File: src/rtl/uart_rxb_pkg.sv
package uart_rxb_pkg;
    typedef enum logic {
        ST_IDLE  = 1'b0,
        ST_FLUSH = 1'b1
    } flush_state_e;

    localparam logic [2:0] ADR_CTRL  = 3'd0;
    localparam logic [2:0] ADR_STAT  = 3'd1;
    localparam logic [2:0] ADR_DATA  = 3'd2;
    localparam logic [2:0] ADR_READY = 3'd3;
    localparam logic [2:0] ADR_ERR   = 3'd4;

    localparam int CTL_EN  = 0;
    localparam int CTL_RXR = 1;
    localparam int CTL_TXR = 2;

    localparam int ERR_OVR = 0;
    localparam int ERR_PAR = 1;
    localparam int ERR_FRM = 2;
    localparam int ERR_BRK = 3;
    localparam int ERR_W   = 4;
endpackage

File: src/rtl/uart_rxb_fifo.sv
module uart_rxb_fifo #(
    parameter int DEPTH  = 16,
    parameter int DATA_W = 8,
    localparam int AW    = (DEPTH > 1) ? $clog2(DEPTH) : 1,
    localparam int CW    = $clog2(DEPTH + 1)
) (
    input  logic              clk,
    input  logic              rst_n,
    input  logic              clear,
    input  logic              push,
    input  logic [DATA_W-1:0] push_data,
    input  logic              pop,
    output logic [DATA_W-1:0] head,
    output logic [CW-1:0]     count,
    output logic              full,
    output logic              empty
);
    logic [DATA_W-1:0] mem [DEPTH];
    logic [AW-1:0]     wr_ptr, rd_ptr;

    function automatic logic [AW-1:0] bump(input logic [AW-1:0] p);
        return (p == AW'(DEPTH - 1)) ? '0 : p + AW'(1);
    endfunction

    assign full  = (count == CW'(DEPTH));
    assign empty = (count == '0);
    assign head  = mem[rd_ptr];

    always_ff @(posedge clk) begin
        if (push && !full && !clear) mem[wr_ptr] <= push_data;
    end

    always_ff @(posedge clk or negedge rst_n) begin
        if (!rst_n) begin
            wr_ptr <= '0;
            rd_ptr <= '0;
            count  <= '0;
        end else if (clear) begin
            wr_ptr <= '0;
            rd_ptr <= '0;
            count  <= '0;
        end else begin
            if (push && !full)  wr_ptr <= bump(wr_ptr);
            if (pop && !empty)  rd_ptr <= bump(rd_ptr);
            case ({push && !full, pop && !empty})
                2'b10:   count <= count + CW'(1);
                2'b01:   count <= count - CW'(1);
                default: count <= count;
            endcase
        end
    end

    AST_COUNT_LIMIT: assert property (@(posedge clk) disable iff (!rst_n)
        count <= CW'(DEPTH));
    AST_CLEAR_EMPTIES: assert property (@(posedge clk) disable iff (!rst_n)
        clear |=> empty);
    AST_FULL_HOLDS: assert property (@(posedge clk) disable iff (!rst_n)
        (full && !pop && !clear) |=> full);
endmodule

File: src/rtl/uart_rxb_ctrl.sv
module uart_rxb_ctrl
    import uart_rxb_pkg::*;
(
    input  logic       clk,
    input  logic       rst_n,
    input  logic       wr_ctrl,
    input  logic [2:0] wdata,
    output logic       fifo_en,
    output logic [2:0] ctrl_word,
    output logic       rx_clear,
    output logic       tx_flush
);
    flush_state_e state_q, state_d;
    logic         pend_rx, pend_tx;
    logic         req;

    assign req = wr_ctrl && (wdata[CTL_RXR] || wdata[CTL_TXR]);

    always_comb begin
        state_d = state_q;
        unique case (state_q)
            ST_IDLE:  state_d = req ? ST_FLUSH : ST_IDLE;
            ST_FLUSH: state_d = req ? ST_FLUSH : ST_IDLE;
            default:  state_d = ST_IDLE;
        endcase
    end

    always_ff @(posedge clk or negedge rst_n) begin
        if (!rst_n) state_q <= ST_IDLE;
        else        state_q <= state_d;
    end

    always_ff @(posedge clk or negedge rst_n) begin
        if (!rst_n) begin
            fifo_en <= 1'b0;
            pend_rx <= 1'b0;
            pend_tx <= 1'b0;
        end else if (wr_ctrl) begin
            fifo_en <= wdata[CTL_EN];
            pend_rx <= wdata[CTL_RXR];
            pend_tx <= wdata[CTL_TXR];
        end else if (state_q == ST_FLUSH) begin
            pend_rx <= 1'b0;
            pend_tx <= 1'b0;
        end
    end

    always_comb begin
        rx_clear  = 1'b0;
        tx_flush  = 1'b0;
        unique case (state_q)
            ST_IDLE:  ;
            ST_FLUSH: begin
                rx_clear = pend_rx;
                tx_flush = pend_tx;
            end
            default:  ;
        endcase
        ctrl_word = {pend_tx, pend_rx, fifo_en};
    end

    AST_SELF_CLEAR: assert property (@(posedge clk) disable iff (!rst_n)
        (state_q == ST_FLUSH && !wr_ctrl) |=> (!pend_rx && !pend_tx && state_q == ST_IDLE));
    AST_TXF_ONE_CYCLE: assert property (@(posedge clk) disable iff (!rst_n)
        (tx_flush && !wr_ctrl) |=> !tx_flush);
endmodule

File: src/rtl/uart_rxb_errst.sv
module uart_rxb_errst
    import uart_rxb_pkg::*;
(
    input  logic              clk,
    input  logic              rst_n,
    input  logic [ERR_W-1:0]  set,
    input  logic              rd_clr,
    output logic [ERR_W-1:0]  value
);
    always_ff @(posedge clk or negedge rst_n) begin
        if (!rst_n)      value <= '0;
        else if (rd_clr) value <= set;
        else             value <= value | set;
    end

    AST_ERR_CLEARS: assert property (@(posedge clk) disable iff (!rst_n)
        (rd_clr && set == '0) |=> (value == '0));
    AST_ERR_STICKY: assert property (@(posedge clk) disable iff (!rst_n)
        (!rd_clr && value[ERR_BRK]) |=> value[ERR_BRK]);
endmodule

File: src/rtl/uart_rx_buffer.sv
module uart_rx_buffer
    import uart_rxb_pkg::*;
#(
    parameter int DEPTH  = 16,
    parameter int DATA_W = 8
) (
    input  logic              clk,
    input  logic              rst_n,
    input  logic              rx_valid,
    input  logic [DATA_W-1:0] rx_data,
    input  logic              rx_break,
    input  logic              rx_parity_err,
    input  logic              rx_frame_err,
    input  logic              host_wr,
    input  logic              host_rd,
    input  logic [2:0]        host_addr,
    input  logic [2:0]        host_wdata,
    output logic [31:0]       host_rdata,
    output logic              rx_event,
    output logic              err_event,
    output logic              tx_fifo_flush
);
    localparam int CW = $clog2(DEPTH + 1);

    logic              fifo_en, fifo_clear;
    logic [2:0]        ctrl_word;
    logic [DATA_W-1:0] head, hold, in_byte;
    logic [CW-1:0]     count;
    logic              full, empty;
    logic              accept_in, fifo_push, direct_wr, drop;
    logic              rd_data, pop, empty_rd, ready;
    logic [ERR_W-1:0]  err_set, err_val;

    assign accept_in = rx_valid || rx_break;
    assign in_byte   = rx_break ? '0 : rx_data;
    assign fifo_push = accept_in && fifo_en && !full && !fifo_clear;
    assign direct_wr = accept_in && !fifo_en;
    assign drop      = accept_in && fifo_en && full && !fifo_clear;
    assign rd_data   = host_rd && host_addr == ADR_DATA;
    assign pop       = rd_data && fifo_en && !empty && !fifo_clear;
    assign empty_rd  = rd_data && fifo_en && empty;

    uart_rxb_ctrl u_ctrl (
        .clk       (clk),
        .rst_n     (rst_n),
        .wr_ctrl   (host_wr && host_addr == ADR_CTRL),
        .wdata     (host_wdata),
        .fifo_en   (fifo_en),
        .ctrl_word (ctrl_word),
        .rx_clear  (fifo_clear),
        .tx_flush  (tx_fifo_flush)
    );

    uart_rxb_fifo #(.DEPTH(DEPTH), .DATA_W(DATA_W)) u_fifo (
        .clk       (clk),
        .rst_n     (rst_n),
        .clear     (fifo_clear),
        .push      (fifo_push),
        .push_data (in_byte),
        .pop       (pop),
        .head      (head),
        .count     (count),
        .full      (full),
        .empty     (empty)
    );

    always_comb begin
        err_set          = '0;
        err_set[ERR_OVR] = drop;
        err_set[ERR_PAR] = rx_valid && rx_parity_err;
        err_set[ERR_FRM] = rx_valid && rx_frame_err;
        err_set[ERR_BRK] = rx_break;
    end

    uart_rxb_errst u_err (
        .clk    (clk),
        .rst_n  (rst_n),
        .set    (err_set),
        .rd_clr (host_rd && host_addr == ADR_ERR),
        .value  (err_val)
    );

    always_ff @(posedge clk or negedge rst_n) begin
        if (!rst_n) begin
            hold      <= '0;
            ready     <= 1'b0;
            rx_event  <= 1'b0;
            err_event <= 1'b0;
        end else begin
            if (direct_wr) hold <= in_byte;
            if (fifo_clear)                      ready <= 1'b0;
            else if (fifo_push || direct_wr)     ready <= 1'b1;
            else if (pop && count == CW'(1))     ready <= 1'b0;
            else if (rd_data && !fifo_en)        ready <= 1'b0;
            rx_event  <= fifo_push || direct_wr;
            err_event <= drop || empty_rd;
        end
    end

    always_comb begin
        host_rdata = '0;
        case (host_addr)
            ADR_CTRL:  host_rdata = {29'd0, ctrl_word};
            ADR_STAT:  host_rdata = full ? 32'h100 : {{(32-CW){1'b0}}, count};
            ADR_DATA:  host_rdata = fifo_en ? (empty ? '0 : {{(32-DATA_W){1'b0}}, head})
                                            : {{(32-DATA_W){1'b0}}, hold};
            ADR_READY: host_rdata = {31'd0, ready};
            ADR_ERR:   host_rdata = {{(32-ERR_W){1'b0}}, err_val};
            default:   host_rdata = '0;
        endcase
    end

    AST_EMPTY_READ_ERR: assert property (@(posedge clk) disable iff (!rst_n)
        empty_rd |=> err_event);
    AST_DROP_FLAGS: assert property (@(posedge clk) disable iff (!rst_n)
        drop |=> (err_event && err_val[ERR_OVR]));
    AST_READY_EMPTY: assert property (@(posedge clk) disable iff (!rst_n)
        (pop && count == CW'(1) && !fifo_push) |=> !ready);
    AST_RX_PULSE: assert property (@(posedge clk) disable iff (!rst_n)
        fifo_push |=> (rx_event && ready));
endmodule

File: config.mk
export PLATFORM = sky130hd
export DESIGN_NAME = uart_rx_buffer
export DESIGN_NICKNAME = d
export VERILOG_FILES = /design/src/rtl/uart_rxb_pkg.sv /design/src/rtl/uart_rxb_fifo.sv /design/src/rtl/uart_rxb_ctrl.sv /design/src/rtl/uart_rxb_errst.sv /design/src/rtl/uart_rx_buffer.sv
export SDC_FILE = /design/constraint.sdc
export NUM_CORES = 1
export LEC_CHECK = 0
export ABC_AREA = 1
export BUFFER_PORTS_ARGS = -buffer_cell sky130_fd_sc_hd__buf_2
export CAP_MARGIN = 20
export CORE_MARGIN = 1
export CORE_UTILIZATION = 32
export CTS_CLUSTER_DIAMETER = 100
export DETAILED_ROUTE_END_ITERATION = 10
export SLEW_MARGIN = 20
export SYNTH_ARGS = -nofsm -noshare
export SYNTH_HDL_FRONTEND = slang
export SYNTH_SLANG_ARGS = --single-unit
File: constraint.sdc
create_clock -name clk -period 2.2 [get_ports clk]
set_input_delay 0.66 -clock clk [delete_from_list [all_inputs] [get_ports clk]]
set_output_delay 0.66 -clock clk [all_outputs]
set_load 0.005 [all_outputs]
==> metrics.cfg, run 1 <==
[outcome]
status = finished, violations left
violations = negative setup slack

[finish]
layout_commonest_cell = nand2_1
antenna_cells = 0
multi_input_area_um2 = 2574
post-route-util_pct = 41.64
mostFrequentLayoutCells = 208 x nand2_1, 128 x edfxtp_1, 62 x buf_4
stdcell_count = 1139
n_fill_cell = 2149
area_growth_syn_to_layout_pct = 27.44
fin_nets = 872
drive_above_1_share_pct = 28.69
seq_area_um2 = 4646

[drt]
drc_errors = 0
postRouteAntennaNets = 0
drtIter0Drc = 471
drt_wl_total_um = 18970
vias_per_cell = 4.774
wire_per_inst_um = 16.65
dr_total_vias = 5438
first_pass_iters = 5

[timing]
fin_crit_ns = 2.743
rsz0062_at_grt = yes
finalHoldViolations = 0
hold_ws_ns = 0.1275
tightest_slew_ns = 0.5013
fin_skew_ns = 0.01189
timing.fmax_ghz = 0.3645
finalSetupViolations = 8
slew_violations = 0
setup_ws_ns = -0.5433
relSlewSlack_pct = 66.54
timing.final.crit_share_pct = 124.7

[grt]
antenna_found_initial = 0
grt.met3_usage_pct = 3.362
grt_pass1_wl_um = 29550
busiest_layer = met2
grt_util_all_layers_pct = 16.69
grt_pass1_vias = 5285
grt_overflow_total = 0
grt_max_degree = 18
grt_util_met2_pct = 25.61
use_met1_pct = 23.70

[critical_path]
timing.rr.start = u_fifo.count[1]$_DFFE_PN0P_
reg2reg_depth = 9
cp_max_fo = 8
worstPathRequired_ns = 1.54
worstReg2RegEnd = u_fifo.mem[0][7]$_DFFE_PP_
worstPathArrival_ns = 2.08
cp-start-kind = flop
path_class = reg2out
end_kind = primary output
reg2reg_slack_ns = 0.15

[clock_network]
path_clk_slew_ns = 0.06
cts_tree = done
clock_sink_count = 160
cts_hold_buffers = 0
h-tree-depth = 4
cts_max_path_buffers = 2
cts_buffers = 17
cts-root-buf = clkbuf_16
clk_latency_ns = 0.43

[placement]
place_ws_ns = -0.1775
post-dp-hpwl_um = 12250
io_buffers = 33
gp_congestion = 0.8809
place_inst = 1090

[pwr]
ir_drop_mv = 0.6707
cellLeakagePower_nw = 4.071
p_per_area_nw_per_um2 = 1215

[synthesis]
synth_cells = 729
yosys_register_bits = 160
yosysWarnings = 0
synthesis.area_per_instance_um2 = 10.18
synth_cell_types = 39
ys_seq_area_share_pct = 62.60
synth_area_um2 = 7420

[run]
max_cap_viol_count = 0

[die]
io_pins = 57
die_area_um2 = 23800
fp.dieH_um = 154.3
core_area_um2 = 22710
fp-row-count = 55
initial_core_util_pct = 32.67
die-width_um = 154.3

[min_path]
worstHoldPathType = in2async

-- per-stage QoR --
stage / TNS [ns] / power, mW / area, µm²
6_report: -4.183 / 11.49 / 9455
5_1_grt: -5.013 / 12.07 / 9455
4_1_cts: -4.400 / 11.33 / 9329
3_5_place_dp: -0.4483 / 7.481 / 8284
3_3_place_gp: -0.4482 / 7.457 / 8284
2_1_floorplan: 0 / 6.111 / 7502
-- state kept, by name, indices dropped and copies added, names as in the netlist --
signal	flops
u_ctrl.pend_tx	1
err_event	1
u_ctrl.fifo_en	1
u_fifo.rd_ptr	4
u_ctrl.pend_rx	1
hold	8
u_fifo.count	5
rx_event	1
u_ctrl.state_q	1
u_fifo.wr_ptr	4
u_fifo.mem	128
ready	1
u_err.value	4
-- report_power, final --
| group | total, mW | internal, mW | switching [mW] |
|---|---|---|---|
| Sequential | 3.93 | 3.71 | 0.224 |
| Combinational | 4.57 | 1.90 | 2.67 |
| Clock | 2.99 | 1.79 | 1.21 |
-- worst max-delay path by stage --
stage                                 startpoint                     endpoint  slack, ns  cells past startpoint
CTS                 u_fifo.rd_ptr[0]$_DFFE_PN0P_                host_rdata[7]      -0.56                     11
detailed placement  u_fifo.rd_ptr[0]$_DFFE_PN0P_                host_rdata[7]      -0.18                     10
global route        u_fifo.rd_ptr[0]$_DFFE_PN0P_                host_rdata[7]      -0.64                     11
global placement    u_fifo.rd_ptr[0]$_DFFE_PN0P_                host_rdata[7]      -0.18                     10
floorplan                               rx_break  u_fifo.mem[11][0]$_DFFE_PP_       0.13                      7
finish              u_fifo.rd_ptr[0]$_DFFE_PN0P_                host_rdata[4]      -0.54                     12
-- Yosys cell counts (all sizes together) --
library cell / instances / area share (%)
a221oi: 2 / 0.24
o21ai: 19 / 1.3
nand3b: 4 / 0.46
mux2: 8 / 1.2
o21bai: 1 / 0.10
buf: 46 / 4.2
inv: 58 / 3.0
ha: 9 / 1.5
nand2: 238 / 12
o22ai: 3 / 0.25
o211ai: 4 / 0.40
xor2: 6 / 0.71
clkbuf: 2 / 0.10
dfrtp: 32 / 11
nand4: 5 / 0.42
nor2: 61 / 3.7
a211o: 2 / 0.24
o21a: 1 / 0.10
xnor2: 1 / 0.12
nand3: 79 / 5.6
a21oi: 16 / 1.1
conb: 1 / 0.051
edfxtp: 128 / 52
clkinv: 2 / 0.10
o31ai: 1 / 0.10
-- critical path: stages, from the launching register on --
cell	delay, ns
dfrtp_2	0.46
buf_6	0.14
buf_12	0.12
buf_16	0.15
nand2_1	0.06
nand2_1	0.08
a21oi_2	0.14
nand3_2	0.11
nand3_1	0.10
nand2_1	0.06
nand2_1	0.07
nand2_1	0.06
buf_2	0.12
-- metal layers --
metal / part of all wire (%) / vias to the layer above
met3: 5.5 / 24
met4: 1.5 / 0
met5: 0 / -
li1: - / 2605
met2: 46 / 172
met1: 47 / 2637
-- cells by family (layout without fill, tap and decap cells) --
| family | after synthesis | in the layout | synth area share [%] |
|---|---|---|---|
| other cells | 1 | 23 | 0.05054 |
| xor+xnor | 7 | 7 | 0.8263 |
| flops | 160 | 160 | 62.60 |
| buf+inv | 108 | 211 | 7.403 |
| compound gates | 49 | 49 | 3.795 |
| fa+ha+maj | 9 | 9 | 1.518 |
| simple gates | 387 | 387 | 22.60 |
| mux | 8 | 8 | 1.214 |
-- cell type report --
type                       count  share of cell area [%]
multi-input combinational    483                   27.22
clock inverter                13                   1.707
tap                          285                   3.771
timing repair buffer         119                   11.13
clock buffer                  19                   4.579
inverter                      60                   2.461
sequential                   160                   49.13
-- timing repair --
action	4_1_cts	5_1_grt
buffers inserted	15	1
endpoints found under the setup margin	9	9
gates resized for setup	56	42
gates cloned	4	1
pin swaps	37	34
(Power assumes the default switching activity.)
==> run 2: changes to the inputs <==
CTS_BUF_LIST = sky130_fd_sc_hd__clkbuf_2   (was unset)
==> metrics.cfg, run 2 (same netlist as run 1, synthesis figures left out) <==
[timing]
hold_ws_ns = 0.1110
finalHoldViolations = 0
rsz0062_at_grt = yes
timing.final.crit_share_pct = 141.4
tightest_slew_ns = 0.5036
finalSetupViolations = 9
slew_violations = 0
tns_ns = -7.448
setup_ws_ns = -0.9111
timing.fmax_ghz = 0.3214
fin_skew_ns = 0.03187
fin_crit_ns = 3.111
relSlewSlack_pct = 66.39

[finish]
top_regs = u_fifo.mem (128), hold (8), u_fifo.count (5)
mostFrequentLayoutCells = 228 x nand2_1, 128 x edfxtp_1, 69 x nand3_1
antenna_cells = 0
multi_input_area_um2 = 2396
drive_above_1_share_pct = 23.11
layout_commonest_cell = nand2_1
largest_reg_flops = 128
fin_nets = 866
final_area_um2 = 8807
n_fill_cell = 2226
regMostFlops = u_fifo.mem
area_growth_syn_to_layout_pct = 18.70
seq_area_um2 = 4646

[drt]
drc_errors = 0
first_pass_iters = 5
dr_total_vias = 5306
drt_wl_total_um = 18040
wire_per_inst_um = 15.92
drtIter0Drc = 435
postRouteAntennaNets = 0
vias_per_cell = 4.683

[grt]
antenna_found_initial = 0
grt_util_all_layers_pct = 15.80
grt_pass1_vias = 5067
grt_max_degree = 31
grt_overflow_total = 0
grt_pass1_wl_um = 28150

[placement]
place_ws_ns = -0.1775
post-dp-hpwl_um = 12250
gp_congestion = 0.8809
postPlaceCellArea_um2 = 8284
io_buffers = 33

[clock_network]
clock_sink_count = 160
clk_latency_ns = 0.74
path_clk_slew_ns = 0.22
h-tree-depth = 4
cts_tree = done
cts-root-buf = clkbuf_2
cts_buffers = 17
cts_max_path_buffers = 2

[die]
die_area_um2 = 23800
core_area_um2 = 22710
fp.dieH_um = 154.3
initial_core_util_pct = 32.67
die-width_um = 154.3
io_pins = 57
fp-row-count = 55

[min_path]
min_from = rx_parity_err
hold_end = u_err.value[1]$_DFF_PN0_
worstHoldPathCells = 3
worstHoldPathType = in2reg

[pwr]
cellLeakagePower_nw = 3.823
ir_drop_mv = 0.6601
p_per_area_nw_per_um2 = 1086
seqPwrFrac_pct = 41.1
swShare_pct = 38.17
pwr-share-clk_pct = 17.7
p_total_mw = 9.566
cellInternalPower_mw = 5.915
p_sw_mw = 3.652
comb_power_share_pct = 41.2

[critical_path]
cp_max_fo = 13
reg2reg_depth = 11
worstPathRequired_ns = 1.54
path_class = reg2out
worstReg2RegEnd = u_fifo.mem[0][3]$_DFFE_PP_
reg2reg_slack_ns = 0.10
end_kind = primary output
worstPathArrival_ns = 2.45
timing.rr.start = u_fifo.count[0]$_DFFE_PN0P_
cp-start-kind = flop

[outcome]
status = finished, violations left
violations = negative setup slack

[run]
max_cap_viol_count = 0

==> run 2: cell types whose count changed in the layout (fill, tap and decap cells not counted), moves of 7 or more <==
cell	before	now
nand2_1	208	228
nand3_2	24	9
clkbuf_2	0	19
nor2_1	43	50
nand3_1	54	69
nand2_2	25	8
clkbuf_16	18	0
==> run 2: critical path, stage by stage, from the launching register on <==
cell     delay [ns]
dfrtp_2        0.54
inv_4          0.09
buf_12         0.16
buf_12         0.12
nand2_1        0.04
nand2_1        0.07
a21oi_2        0.16
nand3_2        0.12
nand3_2        0.09
nand2_1        0.05
nand2_1        0.08
nand2_1        0.05
buf_2          0.12
==> run 2: how the worst max path moves through the flow <==
stage / startpoint / end / slack (ns) / depth (start not counted)
3_5_place_dp: u_fifo.rd_ptr[0]$_DFFE_PN0P_ / host_rdata[7] / -0.18 / 10
5_1_grt: u_fifo.rd_ptr[0]$_DFFE_PN0P_ / host_rdata[0] / -1.11 / 13
3_3_place_gp: u_fifo.rd_ptr[0]$_DFFE_PN0P_ / host_rdata[7] / -0.18 / 10
2_1_floorplan: rx_break / u_fifo.mem[11][0]$_DFFE_PP_ / 0.13 / 7
4_1_cts: u_fifo.rd_ptr[0]$_DFFE_PN0P_ / host_rdata[1] / -0.98 / 12
6_report: u_fifo.rd_ptr[0]$_DFFE_PN0P_ / host_rdata[2] / -0.91 / 12
==> run 2: timing repair <==
item | in CTS | in global routing
gates resized for setup | 15 | 18
endpoints found under the hold margin | 12 | 0
endpoints found under the setup margin | 9 | 10
setup buffers | 5 | 4
pin swaps | 7 | 6
hold buffers | 1 | 0
gates cloned | 2 | 0
==> run 2: power by group through the flow <==
stage	registers, mW	clock network, mW	logic (mW)
6_report	3.93	1.69	3.94
5_1_grt	3.98	1.84	4.33
4_1_cts	3.93	1.73	3.84
3_5_place_dp	3.98	0	3.51
3_3_place_gp	3.97	0	3.49
2_1_floorplan	3.93	0	2.18
==> run 2: cell type report <==
type	instances	share of cell area, %
inverters	60	2.614
clock inverters	13	1.833
multi-input cells	483	27.21
well taps	285	4.049
flip-flops and latches	160	52.75
clock buffers	19	1.080
repair buffers	113	10.47
==> run 2: per-stage QoR <==
stage | instances | utilization (%)
2_1_floorplan | 751 | -
3_3_place_gp | 1090 | 36.48
3_5_place_dp | 1090 | 36.48
4_1_cts | 1130 | 38.37
5_1_grt | 1133 | 38.78
6_report | 1133 | 38.78
==> run 2: per-layer routing <==
metal / track usage (%) / vias up / part of all wire [%]
met4: 3.536 / 0 / 0.76
li1: - / 2598 / -
met5: 0 / - / 0
met1: 22.84 / 2554 / 49
met2: 24.44 / 144 / 46
met3: 3.138 / 10 / 4.6
